===== src/rtl/evt_status_pkg.sv =====
package evt_status_pkg;
  localparam int unsigned SW = 32;

  localparam logic [SW-1:0] STICKY_M = 32'h0600_0CFC;
  localparam logic [SW-1:0] EVENT_M  = 32'h088F_0303;
  localparam logic [SW-1:0] LEVEL_M  = 32'hF170_0000;
  localparam logic [SW-1:0] SUM_M    = 32'h0000_F000;

  // summary sources
  localparam logic [SW-1:0] RST_SRC  = STICKY_M;
  localparam logic [SW-1:0] BAD_SRC  = 32'h080F_0BFB;
  localparam logic [SW-1:0] WARN_SRC = 32'h0080_0400;
  localparam logic [SW-1:0] NF_SRC   = 32'h2000_0000;

  localparam int unsigned SUM_NF   = 12;
  localparam int unsigned SUM_WARN = 13;
  localparam int unsigned SUM_BAD  = 14;
  localparam int unsigned SUM_RST  = 15;

  typedef enum logic {PH_IDLE = 1'b0, PH_EVT = 1'b1} phase_e;
endpackage


===== src/rtl/sts_sticky_bank.sv =====
module sts_sticky_bank #(
  parameter int unsigned          W    = 32,
  parameter logic [W-1:0]         MASK = '0
) (
  input  logic         clk_i,
  input  logic         rst_ni,
  input  logic         gclr_i,
  input  logic [W-1:0] set_i,
  output logic [W-1:0] q_o
);
  logic [W-1:0] q;
  logic [W-1:0] hold;

  // clear first, then same-cycle sets survive
  assign hold = gclr_i ? '0 : q;

  always_ff @(posedge clk_i or negedge rst_ni) begin
    if (!rst_ni) q <= '0;
    else         q <= (hold | set_i) & MASK;
  end

  assign q_o = q;

  AST_STICKY_HOLD: assert property (@(posedge clk_i) disable iff (!rst_ni)
    !gclr_i |=> ((q & $past(q)) == $past(q)));
endmodule


===== src/rtl/sts_event_bank.sv =====
module sts_event_bank
  import evt_status_pkg::*;
#(
  parameter int unsigned  W    = 32,
  parameter logic [W-1:0] MASK = '0
) (
  input  logic         clk_i,
  input  logic         rst_ni,
  input  logic         gclr_i,
  input  logic         boe_i,
  input  logic         eoe_i,
  input  logic [W-1:0] set_i,
  output logic [W-1:0] ev_o,
  output logic         in_evt_o
);
  phase_e       ph_q;
  logic [W-1:0] ev_q, pd_q;
  logic [W-1:0] ev_base, pd_base, set_m;

  assign set_m   = set_i & MASK;
  assign ev_base = gclr_i ? '0 : ev_q;
  assign pd_base = gclr_i ? '0 : pd_q;

  always_ff @(posedge clk_i or negedge rst_ni) begin
    if (!rst_ni) begin
      ph_q <= PH_IDLE;
      ev_q <= '0;
      pd_q <= '0;
    end else if (boe_i) begin
      ph_q <= PH_EVT;
      ev_q <= pd_base | set_m;
      pd_q <= '0;
    end else if (ph_q == PH_EVT) begin
      ev_q <= ev_base | set_m;
      pd_q <= pd_base;
      if (eoe_i) ph_q <= PH_IDLE;
    end else begin
      ev_q <= ev_base;
      pd_q <= pd_base | set_m;
    end
  end

  assign ev_o     = ev_q;
  assign in_evt_o = (ph_q == PH_EVT);

  AST_PEND_EMPTY: assert property (@(posedge clk_i) disable iff (!rst_ni)
    (ph_q == PH_EVT) |-> (pd_q == '0));
  AST_IDLE_HOLD: assert property (@(posedge clk_i) disable iff (!rst_ni)
    ((ph_q == PH_IDLE) && !boe_i && !gclr_i) |=> $stable(ev_q));
endmodule


===== src/rtl/sts_summary.sv =====
module sts_summary
  import evt_status_pkg::*;
(
  input  logic [SW-1:0] latched_i,
  input  logic [SW-1:0] level_i,
  output logic [SW-1:0] word_o
);
  logic [SW-1:0] base;

  always_comb begin
    base = (latched_i & ~SUM_M) | (level_i & LEVEL_M);
    word_o = base;
    word_o[SUM_RST]  = |(base & RST_SRC);
    word_o[SUM_BAD]  = |(base & BAD_SRC);
    word_o[SUM_WARN] = |(base & WARN_SRC);
    word_o[SUM_NF]   = |(base & NF_SRC);
  end
endmodule


===== src/rtl/evt_status_collect.sv =====
module evt_status_collect
  import evt_status_pkg::*;
(
  input  logic          clk_i,
  input  logic          rst_ni,
  input  logic          gclr_i,
  input  logic          boe_i,
  input  logic          eoe_i,
  input  logic [SW-1:0] cond_i,
  output logic [SW-1:0] boe_word_o,
  output logic [SW-1:0] live_word_o,
  output logic          reset_req_o
);
  logic [SW-1:0] sticky_q, ev_q, live, snap_q;
  logic          in_evt;

  sts_sticky_bank #(.W(SW), .MASK(STICKY_M)) u_sticky (
    .clk_i (clk_i), .rst_ni (rst_ni), .gclr_i (gclr_i),
    .set_i (cond_i), .q_o (sticky_q)
  );

  sts_event_bank #(.W(SW), .MASK(EVENT_M)) u_event (
    .clk_i (clk_i), .rst_ni (rst_ni), .gclr_i (gclr_i),
    .boe_i (boe_i), .eoe_i (eoe_i), .set_i (cond_i),
    .ev_o (ev_q), .in_evt_o (in_evt)
  );

  sts_summary u_sum (
    .latched_i (sticky_q | ev_q),
    .level_i   (cond_i),
    .word_o    (live)
  );

  // snapshot sees the word before the per-event clear
  always_ff @(posedge clk_i or negedge rst_ni) begin
    if (!rst_ni)    snap_q <= '0;
    else if (boe_i) snap_q <= live;
  end

  assign boe_word_o  = snap_q;
  assign live_word_o = live;
  assign reset_req_o = live[SUM_RST];

  AST_SNAP_HOLD: assert property (@(posedge clk_i) disable iff (!rst_ni)
    !boe_i |=> $stable(snap_q));
  AST_RST_FLAG: assert property (@(posedge clk_i) disable iff (!rst_ni)
    (|(cond_i & STICKY_M)) |=> reset_req_o);
  AST_BOE_OPENS: assert property (@(posedge clk_i) disable iff (!rst_ni)
    boe_i |=> in_evt);
  AST_SUM_IGN: assert property (@(posedge clk_i) disable iff (!rst_ni)
    ((sticky_q | ev_q) == '0 && (cond_i & LEVEL_M) == '0) |-> ((live & SUM_M) == '0));
endmodule


===== config.mk =====
export PLATFORM = sky130hd
export DESIGN_NAME = evt_status_collect
export DESIGN_NICKNAME = d
export VERILOG_FILES = /design/src/rtl/evt_status_pkg.sv /design/src/rtl/sts_sticky_bank.sv /design/src/rtl/sts_event_bank.sv /design/src/rtl/sts_summary.sv /design/src/rtl/evt_status_collect.sv
export SDC_FILE = /design/constraint.sdc
export NUM_CORES = 1
export LEC_CHECK = 0
export BUFFER_PORTS_ARGS = -buffer_cell sky130_fd_sc_hd__buf_2
export CAP_MARGIN = 20
export CORE_MARGIN = 2
export CORE_UTILIZATION = 55
export DETAILED_ROUTE_END_ITERATION = 6
export PLACE_DENSITY = 0.91
export RECOVER_POWER = 25
export SLEW_MARGIN = 20
export SYNTH_ARGS = -nofsm -noshare
export SYNTH_HDL_FRONTEND = slang
export SYNTH_SLANG_ARGS = --single-unit
export TNS_END_PERCENT = 30

===== constraint.sdc =====
create_clock -name clk_i -period 2.7 [get_ports clk_i]
set_input_delay 0.405 -clock clk_i [delete_from_list [all_inputs] [get_ports clk_i]]
set_output_delay 0.405 -clock clk_i [all_outputs]
set_load 0.02 [all_outputs]

; Word-level counts from Yosys, hierarchy flattened
; Cells that the tools add are included.
[word_totals]
ff_bits = 107
latch_bits = 0
ramBits = 0
rom_bits = 0
inputBits = 37
wordCells = 23
mem_count = 0
[classes]
n_addsub = 0
n_mul = 0
div_mod_pow = 0
order_cmp = 0
eq_ne = 0
shifts = 0
n_mux = 10
bitwise = 5
n_reduce_logical = 3
[op_table]
columns = op, n
row1 = two-way mux 32 bit, 6
row2 = bitwise OR 32 x 28 -> 32 bit, 2
row3 = bitwise OR 27 x 32 -> 32 bit, 1
row4 = bitwise OR 32 bit, 1
row5 = two-way mux 27 bit, 1
row6 = bitwise OR 27 bit, 1
row7 = OR reduction 15 bit, 1
row8 = OR reduction 10 bit, 1
row9 = two-way mux 1 bit, 3
row10 = OR reduction 2 bit, 1

; Longest topological paths before layout
[depth]
depth_word = 4
depth_mapped = 5
mapped_depth_nobuf = 3

; By module
; A second synthesis with hierarchy kept.
[hier_totals]
cells_unflattened = 381
area_unflattened_um2 = 4868.4
[by_module_without_submodules]
columns = module, n_inst, cells_each, area_each_um2, seq_area_each_um2
row1 = sts_event_bank, 1, 198, 2552.4, 1626.6
row2 = evt_status_collect, 1, 101, 1552.7, 800.8
row3 = sts_sticky_bank, 1, 44, 498.0, 250.2
row4 = sts_summary, 1, 38, 265.3, 0.0

; Worst setup path before layout
; No wires, ideal clock.
[synth_path]
path_type = reg2out
from = reg u_event.ev_q[4], in the netlist u_event.ev_o[4]
to = out live_word_o[15]
t_arrival_ns = 1.588
required_ns = 2.295
setup_slack_ns = 0.707
path_stages_with_launch = 5
n_path_buf = 1
cell_sequence = dfrtp_1 > or4_4 > nor4_4 > nand2_1 > buf_4
[synth_between]
elab_chain_cells = 3
[synth_rtl]
columns = item, line_no
row1 = from (decl), sts_event_bank.sv:17  ; logic [W-1:0] ev_q, pd_q;
row2 = from (signal assigned), sts_event_bank.sv:31  ; ev_q <= pd_base | set_m;
row3 = from (signal assigned), sts_event_bank.sv:34  ; ev_q <= ev_base | set_m;
row4 = from (signal assigned), sts_event_bank.sv:38  ; ev_q <= ev_base;
row5 = bitwise OR 27 x 32 -> 32 bit, evt_status_collect.sv:29  ; .latched_i (sticky_q | ev_q),
row6 = bitwise OR 32 bit, sts_summary.sv:11  ; base = (latched_i & ~SUM_M) | (level_i & LEVEL_M);
row7 = OR reduction 10 bit, sts_summary.sv:13  ; word_o[SUM_RST] = |(base & RST_SRC);
row8 = to (decl), evt_status_collect.sv:11  ; output logic [SW-1:0] live_word_o,
; No other way between the ends.

; Worst setup path in the final report
; Ends and elaborated chain as after synthesis.

==> flow_metrics.env <==
export IMPL_clockBufferDepth=2
export IMPL_crit_type="reg2out"
export IMPL_critPathLaunchType="flip-flop"
export IMPL_ioPinCount=102
export IMPL_synth_top_cell_area_share_pct=62.5
export IMPL_period_share_pct=89.5
export IMPL_cts_tree="built"
export IMPL_start_util_pct=57.4
export IMPL_die_y_um=88.5
export IMPL_p_per_area_nw_per_um2=727
export IMPL_antennaDiodeCount=0
export IMPL_seqPwrFrac_pct=46.6
export IMPL_layout_drive_gt1_share_pct=41.8
export IMPL_p_leak_nw=2.34
export IMPL_hold_buffers=0
export IMPL_path_delay_family="simple AND/OR/NAND/NOR gates"
export IMPL_drt_iter0_drc=140
export IMPL_fmax_ghz=0.414
export IMPL_portBuffers=97
export IMPL_ir_worst_vdd_mv=0.395
export IMPL_p_int_mw=2.62
export IMPL_synth_async_reset_ratio_pct=100
export IMPL_critPathMaxFanout=4
export IMPL_setup_viol=0
export IMPL_synth_edf_count=0
export IMPL_maxSlewHeadroom_pct=13.2
export IMPL_grt_pass1_vias=2557
export IMPL_numCtsBuffers=9
export IMPL_core_sq_um=6830
export IMPL_cpPeakStageDelay_ps=550
export IMPL_grt_pass1_wl_um=12500
export IMPL_switchingPower_mw=0.813
export IMPL_rsz0062_at_grt="no"
export IMPL_final_max_slew_viol_count=0
export IMPL_postPlaceCellArea_sq_um=4410
export IMPL_die_w_um=88.5
export IMPL_end_kind="output pin"
export IMPL_postCtsSetupRepairBufs=0
export IMPL_seq_area_frac_synth_pct=62.5
export IMPL_final_area_sq_um=4710
export IMPL_drt_wirelength_per_cell_um=15.4
export IMPL_syn_cell_area_sq_um=3920
export IMPL_max_slew_worst_pin_slew_ps=1300
export IMPL_dp_hpwl_um=5330
export IMPL_clkTransAtPathRegs_ps=90
export IMPL_combPwrFrac_pct=12.7
export IMPL_antenna_found_initial=0
export IMPL_worst_ep_arrival_time_ps=2010
export IMPL_period_needed_ps=2420
export IMPL_drc_errors=0
export IMPL_swShare_pct=23.7
export IMPL_yosysWarningCount=0
export IMPL_nFillCells=517
export IMPL_fp_dieArea_sq_um=7820
export IMPL_clkLatencyLatePin_ps=360
export IMPL_grt_max_degree=56
export IMPL_synth_area_leader_cell="dfrtp_1"
export IMPL_grt_usage_pct=21.0
export IMPL_cp_slowest_cell="or4_4"
export IMPL_worstPathCellList="or4_4, nor4_4, nand2_1, buf_2"
export IMPL_num_rows=30
export IMPL_cts_sinks=98
export IMPL_cp_required_ps=2300
export IMPL_finalHoldViolCount=0
export IMPL_p_clk_share_pct=40.6
export IMPL_synth_most_common_cell="dfrtp_1"
export IMPL_hold_path_class="in2reg"
export IMPL_synth_cells=307
export IMPL_synth_common_cells="dfrtp_1 (98), nor2_1 (31), mux2_2 (29)"
export IMPL_critPathBufInv=1
export IMPL_fin_tns_setup_ps=0
export IMPL_grt_overflow_total=0
export IMPL_num_nets_final=429
export IMPL_dr_pass1_iters=4
export IMPL_cts_root_buf="clkbuf_8"
export IMPL_avgSynthCellArea_sq_um=12.8
export IMPL_gp_congestion=0.817
export IMPL_ys_ff_latch=98
export IMPL_synth_cell_types=26
export IMPL_drt_wl_total_um=7610
export IMPL_synth_main_ff_cell="dfrtp_1"
export IMPL_htreeDepth=3
export IMPL_synth_nets=344
export IMPL_route_vias_total=2559
export IMPL_vias_per_cell=5.19
export IMPL_area_growth_pct=20.2
export IMPL_fin_skew_ps=8.94
export IMPL_maxCapViolCount=0
export IMPL_cts_resized=0
export IMPL_drtAntennaViolNets=0
export IMPL_outcome="completed"
export IMPL_synthTopCellsByArea="dfrtp_1 (63%), mux2_2 (8.3%), mux2i_1 (7.1%)"
[per-layer routing]
metal | up-vias | routed length [um] | global-route usage, % | share of wire [%]
met5 | - | 0 | 0 | 0
met1 | 1283 | 3390 | 28.3 | 44
met4 | 0 | 132 | 7.99 | 1.7
met2 | 68 | 3730 | 33.6 | 49
met3 | 15 | 362 | 4.76 | 4.8
li1 | 1193 | - | - | -
[placed cells by master (no fill, tap or decap), drive strengths merged, types with 11 or more instances in the layout]
| cell type | synthesis | final |
|---|---|---|
| nor2 | 31 | 31 |
| mux2 | 29 | 29 |
| clkbuf | 9 | 12 |
| mux2i | 28 | 28 |
| nand2 | 11 | 11 |
| buf | 20 | 100 |
| or2 | 19 | 19 |
| dfrtp | 98 | 98 |
| and2 | 18 | 18 |
[cells by family after synthesis]
| kind of cell | count (synthesis) | synth area share, % |
|---|---|---|
| flip-flops | 98 | 62.5 |
| multiplexers | 57 | 15.5 |
| AO/OA/AOI/OAI | 33 | 5.68 |
| buffers and inverters | 31 | 4.43 |
| AND/OR/NAND/NOR | 88 | 11.9 |
[path summary, 6_finish.rpt]
path	start	end	slack, ps	depth (start not counted)
min	cond_i[7]	u_sticky.q_o[7]	230	2
max in group asynchronous	rst_ni	u_event.pd_q[27]	920	2
max reg2reg	u_event.ev_o[4]	boe_word_o[14]	1010	3
min reg2reg	u_sticky.q_o[26]	u_sticky.q_o[26]	480	1
min in group asynchronous	rst_ni	boe_word_o[29]	320	1
max	u_event.ev_o[4]	live_word_o[15]	280	4
[cell type report]
type / instances / area (sq um) / area share [%]
flip-flops and latches: 98 / 2450 / 52.0
multi-input cells: 178 / 1300 / 27.5
repair buffers: 103 / 526 / 11.1
clock inverters: 7 / 189 / 4.01
clock buffers: 9 / 124 / 2.63
well taps: 96 / 120 / 2.55
inverters: 2 / 7.51 / 0.159
[per-stage QoR]
| stage | setup WS, ps | cells | hold WS (ps) | utilization [%] | power [mW] |
|---|---|---|---|---|---|
| 2_1_floorplan | 707 | 307 | 109 | - | 1.91 |
| 3_3_place_gp | 689 | 477 | 457 | 64.6 | 2.06 |
| 3_5_place_dp | 677 | 477 | 460 | 64.6 | 2.07 |
| 4_1_cts | 270 | 493 | 103 | 69.2 | 3.46 |
| 5_1_grt | 160 | 493 | 211 | 69.0 | 3.56 |
| 6_report | 284 | 493 | 225 | 69.0 | 3.43 |
[state kept, by name, summed over array words and instances, names as in the netlist]
name,cells
boe_word_o,31
u_event.ev_o,28
u_event.in_evt_o,1
u_event.pd_q,28
u_sticky.q_o,10
[power groups by stage]
stage,Clock (mW),Combinational [mW],Sequential [mW]
after floorplan,0,0.226,1.69
after global placement,0,0.434,1.62
after detailed placement,0,0.445,1.63
after CTS,1.41,0.446,1.60
after global routing,1.48,0.475,1.61
final,1.39,0.436,1.60
Note: power is estimated with default switching activity, not from simulation.
